[src/rtl/adc_pkg.sv]
package adc_pkg;
  typedef struct packed {
    logic closeWin;  // last cycle of the sampling window
    logic countEn;   // degree non-zero: events are counted
  } adcStrobe_t;
endpackage

[src/rtl/adc_datapath.sv]
module adc_datapath
  import adc_pkg::*;
#(
  parameter int CNT_W  = 6,
  parameter int FRAC_W = 4
) (
  input  logic              clk,
  input  logic              rst_n,
  input  adcStrobe_t        strb,
  input  logic              issueEvt,
  input  logic              hitEvt,
  input  logic [FRAC_W:0]   hiThresh,
  input  logic [FRAC_W:0]   loThresh,
  output logic              aboveHi,
  output logic              belowLo,
  output logic              noIssue
);
  localparam int PROD_W = CNT_W + FRAC_W + 1;

  logic [CNT_W-1:0]  issueCnt, hitCnt, issueSum, hitSum;
  logic [PROD_W-1:0] hitScaled, hiProd, loProd;

  // running sums include the event of the current cycle
  always_comb begin
    issueSum  = issueCnt + CNT_W'(strb.countEn & issueEvt);
    hitSum    = hitCnt + CNT_W'(strb.countEn & hitEvt);
    hitScaled = PROD_W'(hitSum) << FRAC_W;
    hiProd    = PROD_W'(hiThresh) * PROD_W'(issueSum);
    loProd    = PROD_W'(loThresh) * PROD_W'(issueSum);
    aboveHi   = hitScaled > hiProd;
    belowLo   = hitScaled < loProd;
    noIssue   = (issueSum == '0);
  end

  always_ff @(posedge clk) begin
    if (!rst_n || strb.closeWin) begin
      issueCnt <= '0;
      hitCnt   <= '0;
    end else begin
      issueCnt <= issueSum;
      hitCnt   <= hitSum;
    end
  end


  cnt_clear_chk: assert property (@(posedge clk) disable iff (!rst_n)
    strb.closeWin |=> (issueCnt == '0 && hitCnt == '0));

  idle_hold_chk: assert property (@(posedge clk) disable iff (!rst_n)
    (!strb.countEn && !strb.closeWin) |=> ($stable(issueCnt) && $stable(hitCnt)));
endmodule

[src/rtl/adc_control.sv]
module adc_control
  import adc_pkg::*;
#(
  parameter int INTERVAL_LEN = 32,
  parameter int DEG_MAX      = 4,
  parameter int IDLE_LIMIT   = 3
) (
  input  logic                            clk,
  input  logic                            rst_n,
  input  logic                            aboveHi,
  input  logic                            belowLo,
  input  logic                            noIssue,
  output adcStrobe_t                      strb,
  output logic [$clog2(DEG_MAX+1)-1:0]    degreeQ
);
  localparam int DEG_W  = $clog2(DEG_MAX + 1);
  localparam int TMR_W  = (INTERVAL_LEN > 1) ? $clog2(INTERVAL_LEN) : 1;
  localparam int IDLE_W = $clog2(IDLE_LIMIT + 1);

  logic [TMR_W-1:0]  winTmr;
  logic [IDLE_W-1:0] idleCnt;
  logic              tick, degZero;

  assign tick          = (winTmr == TMR_W'(INTERVAL_LEN - 1));
  assign degZero       = (degreeQ == '0);
  assign strb.closeWin = tick;
  assign strb.countEn  = !degZero;

  always_ff @(posedge clk) begin
    if (!rst_n) begin
      winTmr  <= '0;
      idleCnt <= '0;
      degreeQ <= DEG_W'(1);
    end else begin
      winTmr <= tick ? '0 : winTmr + TMR_W'(1);
      if (tick) begin
        if (degZero) begin
          if (idleCnt == IDLE_W'(IDLE_LIMIT - 1)) begin
            degreeQ <= DEG_W'(1);
            idleCnt <= '0;
          end else begin
            idleCnt <= idleCnt + IDLE_W'(1);
          end
        end else begin
          idleCnt <= '0;
          if (!noIssue) begin
            if (aboveHi) begin
              if (degreeQ != DEG_W'(DEG_MAX)) degreeQ <= degreeQ + DEG_W'(1);
            end else if (belowLo) begin
              degreeQ <= degreeQ - DEG_W'(1);
            end
          end
        end
      end
    end
  end


  deg_window_chk: assert property (@(posedge clk) disable iff (!rst_n)
    !tick |=> $stable(degreeQ));

  deg_max_chk: assert property (@(posedge clk) disable iff (!rst_n)
    degreeQ <= DEG_W'(DEG_MAX));

  no_issue_chk: assert property (@(posedge clk) disable iff (!rst_n)
    (tick && noIssue && !degZero) |=> $stable(degreeQ));

  idle_step_chk: assert property (@(posedge clk) disable iff (!rst_n)
    degZero |=> (degreeQ <= DEG_W'(1)));
endmodule

[src/rtl/adaptive_degree_ctrl.sv]
module adaptive_degree_ctrl
  import adc_pkg::*;
#(
  parameter int INTERVAL_LEN = 32,
  parameter int DEG_MAX      = 4,
  parameter int FRAC_W       = 4,
  parameter int IDLE_LIMIT   = 3
) (
  input  logic                          clk,
  input  logic                          rst_n,
  input  logic                          issueEvt,
  input  logic                          hitEvt,
  input  logic [FRAC_W:0]               hiThresh,
  input  logic [FRAC_W:0]               loThresh,
  output logic [$clog2(DEG_MAX+1)-1:0]  degree
);
  localparam int CNT_W = $clog2(INTERVAL_LEN + 1);

  adcStrobe_t strb;
  logic       aboveHi, belowLo, noIssue;

  adc_control #(
    .INTERVAL_LEN(INTERVAL_LEN), .DEG_MAX(DEG_MAX), .IDLE_LIMIT(IDLE_LIMIT)
  ) i_ctrl (
    .clk(clk), .rst_n(rst_n), .aboveHi(aboveHi), .belowLo(belowLo),
    .noIssue(noIssue), .strb(strb), .degreeQ(degree)
  );

  adc_datapath #(.CNT_W(CNT_W), .FRAC_W(FRAC_W)) i_dp (
    .clk(clk), .rst_n(rst_n), .strb(strb), .issueEvt(issueEvt),
    .hitEvt(hitEvt), .hiThresh(hiThresh), .loThresh(loThresh),
    .aboveHi(aboveHi), .belowLo(belowLo), .noIssue(noIssue)
  );
endmodule

[config.mk]
export PLATFORM = sky130hd
export DESIGN_NAME = adaptive_degree_ctrl
export DESIGN_NICKNAME = d
export VERILOG_FILES = /design/src/rtl/adc_pkg.sv /design/src/rtl/adc_datapath.sv /design/src/rtl/adc_control.sv /design/src/rtl/adaptive_degree_ctrl.sv
export SDC_FILE = /design/constraint.sdc
export NUM_CORES = 1
export LEC_CHECK = 0
export ABC_AREA = 1
export BUFFER_PORTS_ARGS = -buffer_cell sky130_fd_sc_hd__clkbuf_2
export CAP_MARGIN = 20
export CORE_ASPECT_RATIO = 1.4
export CORE_UTILIZATION = 36
export CTS_CLUSTER_DIAMETER = 80
export DETAILED_ROUTE_END_ITERATION = 10
export MAX_ROUTING_LAYER = met4
export PLACE_DENSITY = 0.58
export SLEW_MARGIN = 10
export SYNTH_ARGS = -nofsm -noshare
export SYNTH_HDL_FRONTEND = slang
export SYNTH_HIERARCHICAL = 1
export SYNTH_SLANG_ARGS = --single-unit
[constraint.sdc]
create_clock -name clk -period 12.75 [get_ports clk]
set_clock_uncertainty 0.15 [all_clocks]
set_input_delay 0.6375 -clock clk [delete_from_list [all_inputs] [get_ports clk]]
set_output_delay 0.6375 -clock clk [all_outputs]
set_load 0.005 [all_outputs]
==> results.cfg <==
[outcome]
status = finished, final reports clean

[yosys]
synthTopCellsByArea = ha_1 (22%), fa_1 (16%), dfxtp_1 (14%)
synth_edf_count = 0
syn_nets = 549
seq_area_frac_synth_pct = 13.7
netlist_area_um2 = 3210
synth_warnings = 6
synth-seq-cells = 22
postSynthCellCount = 454
yosysUniqueCellTypes = 31
async_flop_share_pct = 0
synthFlopType = dfxtp_1
postSynthAreaPerCell_um2 = 7.08
synth_top_area_share_pct = 21.8
synth_top_cell_by_area = ha_1

[clock_tree]
ctsHtreeMaxLevel = 1
cts_tree = built
post_cts_buffers = 0
insertion_delay_ns = 0.25
holdBufCountCts = 0
clockBufferDepth = 2
clkTransAtPathRegs_ns = 0.06
cts.sinks = 22
cts_buffers = 3
clockRootBuffer = clkbuf_16
ctsResizeCount = 0

[layout]
area_growth_pct = 8.76
multi_input_area_um2 = 2370
regArea_um2 = 440
fin_util_pct = 40.6
final_nets = 566
nFillCells = 933
fin_area_um2 = 3500
layout-drive-gt1-share_pct = 7.02
n_antenna_cell = 0

[worst_setup_path]
cp.arrival_ns = 6.35
path_max_fanout = 9
path_class = reg -> reg
cp_data_required_time_ns = 12.79
crit_path_end_kind = flip-flop
r2r-start = i_ctrl/degreeQ[0]
cp_top_family = adder cells
crit_top_cell = inv_1
crit_path_start = i_ctrl/degreeQ[0]
startpoint_type = flip-flop
max_stage_delay_ns = 0.54
path_buf_inv = 7
cp_slowest_cell = fa_1
r2r_setup_slack_ns = 6.44

[drt]
drt_first_pass_iters = 4
final_antenna_net_count = 0
drtIter0Drc = 75
drc = 0
drt-total-wl_mm = 6.60
vias = 2749
wl_per_cell_um = 11.5
viasPerCell = 4.78

[timing]
slew_violations = 0
slew_headroom_pct = 69.7
fmax_ghz = 0.158
finalCriticalPeriod_ns = 6.31
final-setup-viol-count = 0
fin_crit_sh_pct = 49.5
tns_ns = 0
finalHoldViolCount = 0
hold_slack_ns = 0.302
worst_slew_pin_slew_ns = 0.453
rsz0062_at_grt = no

[die]
die_height_um = 114
ioPinCount = 17
initial_core_util_pct = 37.3
die-area_um2 = 9320
rows = 40
core_area_um2 = 8610
die_x_um = 81.9

[global_routing]
grt.busiest_layer = met2
grt_use_met3_pct = 1.12
met2_usage_pct = 27.8
use_met1_pct = 18.8
grt_pass1_vias = 2655
gr-total-overflow = 0
grt_max_degree = 13
grt.total_usage_pct = 15.8
grt_first_pass_wirelength_mm = 11.3
antenna_found_initial = 0

[pwr]
seqPwrFrac_pct = 30.9
power_density_nw_per_um2 = 66.8
peakVddDrop_mv = 0.0557
clkPwrFrac_pct = 30.6
p_sw_share_pct = 34.2
p_leak_nw = 2.08
p_int_mw = 0.154
p_comb_share_pct = 38.4
p_sw_mw = 0.0799

[hold_path]
hold_path.class = reg -> reg
min-delay-start = i_ctrl/winTmr[0]

[placed_design]
hpwl_mm = 5.75
gp_congestion = 0.877
io_buffers = 16
placed_area_um2 = 3410

[flow_run]
cap_violations = 0
-- synth_stat cells (all sizes together), types with 2 or more instances --
master / number
o22ai: 2
nand3b: 5
clkbuf: 3
xnor2: 5
a21oi: 13
o21ai: 2
nand3: 19
o21bai: 5
a21o: 2
nor2: 64
nor3: 3
ha: 56
inv: 103
xor2: 10
dfxtp: 22
nand4: 8
nand2: 99
a31oi: 2
fa: 25
-- cells by family after synthesis --
logic type / after synthesis / share of synthesized area [%]
adders and majority gates: 81 / 37.4
buffers and inverters: 107 / 12.6
xor gates and xnor gates: 15 / 4.09
and+or+nand+nor: 201 / 26.9
DFF: 22 / 13.7
AOI/OAI and AO/OA: 28 / 5.29
-- final timing paths --
| kind | end | cells after the start |
|---|---|---|
| hold / removal | i_ctrl/winTmr[0] | 1 |
| setup reg to reg | i_ctrl/degreeQ[2] | 34 |
| hold reg to reg | i_ctrl/winTmr[0] | 1 |
| setup / recovery | i_ctrl/degreeQ[2] | 34 |
-- layout make-up --
class | instances | share of cell area (%)
multi-input combinational | 325 | 67.8
sequential | 22 | 12.6
inverter | 103 | 11.1
tap | 105 | 3.76
clock buffer | 4 | 2.54
timing repair buffer | 16 | 2.29
-- worst register-to-register path, delay by kind of cell, from the launching register on --
kind | cells | cell delay [ns]
XOR/XNOR | 2 | 0.50
AO/OA/AOI/OAI | 3 | 0.47
adder cells (fa/ha/maj) | 8 | 3.04
buffers and inverters | 7 | 0.48
AND/OR/NAND/NOR | 14 | 1.26
flip-flops | 1 | 0.35
-- power by group through the flow --
| stage | Sequential (mW) | Clock, mW | Combinational, mW |
|---|---|---|---|
| 2_1_floorplan | 0.0734 | 0 | 0.0686 |
| 3_3_place_gp | 0.0736 | 0 | 0.0882 |
| 3_5_place_dp | 0.0737 | 0 | 0.0908 |
| 4_1_cts | 0.0722 | 0.0732 | 0.0912 |
| 5_1_grt | 0.0724 | 0.0754 | 0.107 |
| 6_report | 0.0722 | 0.0715 | 0.0897 |
-- per-layer routing --
metal	wire length (µm)	share of wire, %
met5	0	0
met4	68	1.0
met3	112	1.7
met2	3300	50
met1	3110	47
-- layout by cell type (no fill, tap or decap), drive strengths merged, types with 8 or more instances in the layout --
master	netlist	final
a21oi	13	13
clkbuf	3	20
dfxtp	22	22
fa	25	25
ha	56	56
inv	103	103
nand2	99	99
nand3	19	19
nand4	8	8
nor2	64	64
xor2	10	10
-- through the flow --
step	cells	total power, mW	setup WS [ns]
after floorplan	454	0.142	6.86
final	575	0.233	6.44
after global placement	571	0.162	6.44
after detailed placement	571	0.164	6.31
after global routing	575	0.255	5.99
after CTS	575	0.237	6.38
-- flip-flops by register name (all words and copies together), names as in the netlist --
name	count
i_dp/hitCnt	6
i_dp/issueCnt	6
i_ctrl/winTmr	5
i_ctrl/degreeQ	3
i_ctrl/idleCnt	2
Power figures use the tool's default switching activity.
